$ cat config.mk
export PLATFORM = sky130hd
export DESIGN_NAME = pipelined_csa_mul
export DESIGN_NICKNAME = d
export VERILOG_FILES = /design/src/rtl/csa_row.sv /design/src/rtl/ripple_add.sv /design/src/rtl/pipelined_csa_mul.sv
export SDC_FILE = /design/constraint.sdc
export NUM_CORES = 1
export LEC_CHECK = 0
export BUFFER_PORTS_ARGS = -buffer_cell sky130_fd_sc_hd__clkbuf_2
export CORE_MARGIN = 2
export CORE_UTILIZATION = 48
export CTS_BUF_LIST = sky130_fd_sc_hd__clkbuf_8
export DETAILED_ROUTE_END_ITERATION = 10
export PLACE_DENSITY = 0.69
export SLEW_MARGIN = 20
export SYNTH_ARGS = -nofsm -noshare
export SYNTH_HDL_FRONTEND = slang
export SYNTH_SLANG_ARGS = --single-unit
$ cat constraint.sdc
create_clock -name clk -period 1.59 [get_ports clk]
set_input_delay 0.2385 -clock clk [delete_from_list [all_inputs] [get_ports clk]]
set_output_delay 0.2385 -clock clk [all_outputs]
set_load 0.01 [all_outputs]
$ cat src/rtl/csa_row.sv
module csa_row #(
  parameter int W   = 4,
  parameter int ROW = 1
) (
  input  logic [W-1:0]   mcand,
  input  logic           qbit,
  input  logic [2*W-1:0] s_in,
  input  logic [2*W-1:0] c_in,
  output logic [2*W-1:0] s_out,
  output logic [2*W-1:0] c_out
);
  localparam int PW = 2 * W;

  logic [PW-1:0] pp;

  // partial-product row weighted by 2^ROW
  for (genvar i = 0; i < PW; i++) begin : g_pp
    if (i >= ROW && i < ROW + W) begin : g_on
      assign pp[i] = mcand[i-ROW] & qbit;
    end else begin : g_off
      assign pp[i] = 1'b0;
    end
  end

  // one full adder per column; carry goes one column left into the next row
  assign c_out[0] = 1'b0;
  for (genvar i = 0; i < PW; i++) begin : g_fa
    assign s_out[i] = s_in[i] ^ c_in[i] ^ pp[i];
    if (i < PW - 1) begin : g_cy
      assign c_out[i+1] = (s_in[i] & c_in[i]) | (s_in[i] & pp[i]) | (c_in[i] & pp[i]);
    end
  end
endmodule

$ cat src/rtl/ripple_add.sv
module ripple_add #(
  parameter int PW = 8
) (
  input  logic [PW-1:0] x,
  input  logic [PW-1:0] y,
  output logic [PW-1:0] sum
);
  function automatic logic [PW-1:0] ripple(input logic [PW-1:0] a, input logic [PW-1:0] b);
    logic cy;
    logic [PW-1:0] r;
    cy = 1'b0;
    for (int i = 0; i < PW; i++) begin
      r[i] = a[i] ^ b[i] ^ cy;
      cy   = (a[i] & b[i]) | (a[i] & cy) | (b[i] & cy);
    end
    return r;
  endfunction

  assign sum = ripple(x, y);
endmodule

$ cat src/rtl/pipelined_csa_mul.sv
module pipelined_csa_mul #(
  parameter int W = 4
) (
  input  logic           clk,
  input  logic           rst,
  input  logic           in_valid,
  input  logic [W-1:0]   op_a,
  input  logic [W-1:0]   op_b,
  output logic           out_valid,
  output logic [2*W-1:0] product
);
  localparam int PW   = 2 * W;
  localparam int ROWS = W - 1;   // carry-save rows, each followed by a register

  // n low ones in a PW-bit vector
  function automatic logic [PW-1:0] low_ones(input int n);
    logic [PW-1:0] m;
    for (int i = 0; i < PW; i++) m[i] = (i < n);
    return m;
  endfunction

  // value the array must hold after consuming multiplier bits 0..r
  function automatic logic [PW-1:0] partial_prod(input logic [W-1:0] a,
                                                 input logic [W-1:0] b,
                                                 input int r);
    logic [PW-1:0] acc;
    acc = '0;
    for (int j = 0; j < W; j++)
      if (j <= r && b[j]) acc = acc + (PW'(a) << j);
    return acc;
  endfunction

  // combinational row outputs
  logic [PW-1:0] row_s [ROWS];
  logic [PW-1:0] row_c [ROWS];
  // stage registers
  logic [PW-1:0] st_s  [ROWS];
  logic [PW-1:0] st_c  [ROWS];
  logic [W-1:0]  st_a  [ROWS];
  logic [W-1:0]  st_b  [ROWS];
  logic          st_v  [ROWS];

  // row 0 seed: m & q0, no carries yet
  logic [PW-1:0] seed_s;
  assign seed_s = {{W{1'b0}}, op_a & {W{op_b[0]}}};

  csa_row #(.W(W), .ROW(1)) u_row1 (
    .mcand(op_a), .qbit(op_b[1]), .s_in(seed_s), .c_in('0),
    .s_out(row_s[0]), .c_out(row_c[0])
  );

  for (genvar k = 1; k < ROWS; k++) begin : g_rows
    csa_row #(.W(W), .ROW(k + 1)) u_row (
      .mcand(st_a[k-1]), .qbit(st_b[k-1][k+1]),
      .s_in(st_s[k-1]), .c_in(st_c[k-1]),
      .s_out(row_s[k]), .c_out(row_c[k])
    );
  end

  always_ff @(posedge clk) begin
    for (int k = 0; k < ROWS; k++) begin
      st_s[k] <= row_s[k];
      st_c[k] <= row_c[k];
      st_a[k] <= (k == 0) ? op_a : st_a[k-1];
      st_b[k] <= (k == 0) ? op_b : st_b[k-1];
      if (rst) st_v[k] <= 1'b0;
      else     st_v[k] <= (k == 0) ? in_valid : st_v[k-1];
    end
  end

  // final carry-propagate row
  logic [PW-1:0] merged;
  ripple_add #(.PW(PW)) u_rca (
    .x(st_s[ROWS-1]), .y(st_c[ROWS-1]), .sum(merged)
  );

  always_ff @(posedge clk) begin
    product <= merged;
    if (rst) out_valid <= 1'b0;
    else     out_valid <= st_v[ROWS-1];
  end

  // ---------------- assertions ----------------
  p_first_valid_r4: assert property (@(posedge clk) disable iff (rst)
    st_v[0] == $past(in_valid));

  for (genvar k = 0; k < ROWS; k++) begin : g_chk
    // sum + carry holds the partial product of rows 0..k+1
    p_csa_value_r6: assert property (@(posedge clk) disable iff (rst)
      st_v[k] |-> (st_s[k] + st_c[k]) == partial_prod(st_a[k], st_b[k], k + 1));
    // carries never land in columns already retired
    p_carry_retired_r7: assert property (@(posedge clk) disable iff (rst)
      st_v[k] |-> (st_c[k] & low_ones(k + 2)) == '0);
    if (k > 0) begin : g_hold
      p_valid_step_r3: assert property (@(posedge clk) disable iff (rst)
        st_v[k] == $past(st_v[k-1]));
      p_low_hold_r7: assert property (@(posedge clk) disable iff (rst)
        st_v[k] |-> (st_s[k] & low_ones(k + 1)) == ($past(st_s[k-1]) & low_ones(k + 1)));
    end
  end

  p_out_step_r2: assert property (@(posedge clk) disable iff (rst)
    out_valid == $past(st_v[ROWS-1]));
  p_final_add_r8: assert property (@(posedge clk) disable iff (rst)
    out_valid |-> product == $past(st_s[ROWS-1] + st_c[ROWS-1]));
  p_reset_clear_r5: assert property (@(posedge clk)
    rst |=> !out_valid);
endmodule

==> flow_metrics.tcl <==
set metrics [dict create \
    yosys.area.top_type_share 0.6999 \
    synth_edf_count 0 \
    path_class "reg -> reg" \
    crit_chain "ha_1 > fa_1 > inv_1 > fa_1 > inv_1" \
    n_antenna_cell 0 \
    rows 19 \
    drive_gt1_frac 0.1825 \
    io_pins 20 \
    io_buffers 19 \
    die_y_um 58.59 \
    netlist_top_cells_area "dfxtp_1, fa_1, inv_1, and2_1, ha_1" \
    cts_made_buffers 5 \
    yosysMostFrequentCell "dfxtp_1" \
    vias_per_cell 4.071 \
    clkLatencyLatePin_ns 0.29 \
    ys_types 7 \
    synth_common_cells "dfxtp_1, inv_1, and2_1" \
    clk_pin_slew_ns 0.08 \
    fin_crit_ns 1.425 \
    cap_violations 0 \
    startpoint_type "flop" \
    cts_max_level 2 \
    dieArea_um2 3432 \
    syn2layout_area_growth_pct 14.96 \
    final_core_utilization 0.5861 \
    cp_max_fo 1 \
    drtIter0Drc 14 \
    syn-num-nets 134 \
    worst-path-buf-inv 2 \
    grt_max_degree 15 \
    setup_slack_ns 0.1654 \
    power_density_nw_per_um2 1353 \
    die_w_um 58.59 \
    reg2reg_slack_ns 0.17 \
    dp_slack_ns 0.1721 \
    cp.required_ns 1.83 \
    synthCells 111 \
    cts_buffer_depth 2 \
    cts_tree "yes" \
    dp_hpwl_um 1079 \
    fin_skew_ns 0.004025 \
    status "complete, but fails checks" \
    grt_pass1_vias 633 \
    root_buffer "clkbuf_8" \
    num_vias 684 \
    rsz0062_at_grt "false" \
    leakage_nw 0.8097 \
    post-cts-setup-buffer-count 0 \
    synth-seq-area-share 0.6999 \
    grt_pass1_wl_um 2463 \
    crit_family "adder cells" \
    drt_first_pass_iters 7 \
    globalplace.congestion 0.6998 \
    async_flop_share 0 \
    syn_area_per_cell_um2 12.88 \
    finalNetCount 160 \
    slew_headroom 0.9088 \
    crit_arrival_ns 1.66 \
    cts_num_sinks 50 \
    tns_ns 0 \
    crit_path_top_delay_cell "fa_1" \
    cp_slowest_stage_delay_ns 0.40 \
    hold_class "in -> reg" \
    post-route-period-util 0.8960 \
    worstMarginPinSlew_ns 0.1367 \
    drv_slew 0 \
    synth_warnings 0 \
    cts_resized 0 \
    worstSetupEndpointType "flop" \
    synth_top_area_cell "dfxtp_1" \
    finalSetupViolCount 0 \
    antenna_found_initial 0 \
    wl_um 1374 \
    drt.antenna.violating_nets 0 \
    peakVddDrop_mv 0.7397 \
    drc 2 \
    synthFlopType "dfxtp_1" \
    failed_checks "design-rule violations" \
    core_um2 2805 \
    grt.overflow.total 0 \
    netlist_area_um2 1430 \
    fmax_ghz 0.7020 \
    finalHoldViolations 0 \
    routedWlPerCell_um 8.179 \
    holdBufCountCts 0 \
    synth-seq-cells 50 \
    start_util 0.5098 \
    grt_usage 0.1045 \
]
==> kinds of logic after synthesis <==
family	synth area share
fa+ha+maj	0.1470
buf+inv	0.07611
simple gates	0.07699
flops	0.6999
==> worst paths after layout <==
path,from,end,cells past startpoint
hold / removal,op_b[2],st_b[0][2],1
setup reg to reg,st_s[0][20],product[6],5
setup / recovery,st_s[0][20],product[6],5
hold reg to reg,st_s[0][16],product[0],0
==> power by group <==
group | internal [mW] | total (mW) | switching, mW
logic | 0.0754 | 0.163 | 0.0877
registers | 1.38 | 1.41 | 0.0317
clock network | 0.295 | 0.649 | 0.355
==> cells in the final DEF (no fill, tap or decap) <==
| cell type | n |
|---|---|
| clkbuf_2 | 19 |
| clkinvlp_4 | 1 |
| nand2_1 | 6 |
| dfxtp_1 | 50 |
| and2_1 | 10 |
| inv_1 | 30 |
| fa_1 | 8 |
| ha_1 | 4 |
| clkbuf_8 | 5 |
| nor2b_1 | 4 |
==> through the flow <==
stage | instances | instance area, µm² | hold WS (ns) | total power [mW]
after floorplan | 111 | 1430 | 0.2662 | 1.533
after global placement | 161 | 1564 | 0.3102 | 1.599
after detailed placement | 161 | 1564 | 0.3132 | 1.612
after CTS | 168 | 1644 | 0.03684 | 2.261
after global routing | 168 | 1644 | 0.03138 | 2.350
final | 168 | 1644 | 0.04903 | 2.224
==> worst register-to-register path, delay by kind of cell, from the launching register on <==
kind	cells	cell delay, ns
fa+ha+maj	3	0.95
flops	1	0.30
buf+inv	2	0.13
==> state kept, by name, summed over array words and instances (netlist names) <==
| signal | cells |
|---|---|
| st_v | 3 |
| out_valid | 1 |
| st_c | 9 |
| product | 8 |
| st_b | 3 |
| st_s | 18 |
| st_a | 8 |
==> cell type report <==
type                    instances  area [µm²]
clock buffers                   5       68.82
repair buffers                 19       95.09
well taps                      31       38.79
multi-input cells              32       320.3
inverters                      29       108.9
fillers                       241        1161
clock inverters                 2       11.26
flip-flops and latches         50        1001
==> metal layers <==
layer	global-route usage	routed length, µm
met5	0	0
met4	0.09740	37
met2	0.1605	697
met3	0.04615	77
met1	0.1052	562
No activity file was read; power rests on OpenSTA's default activity.
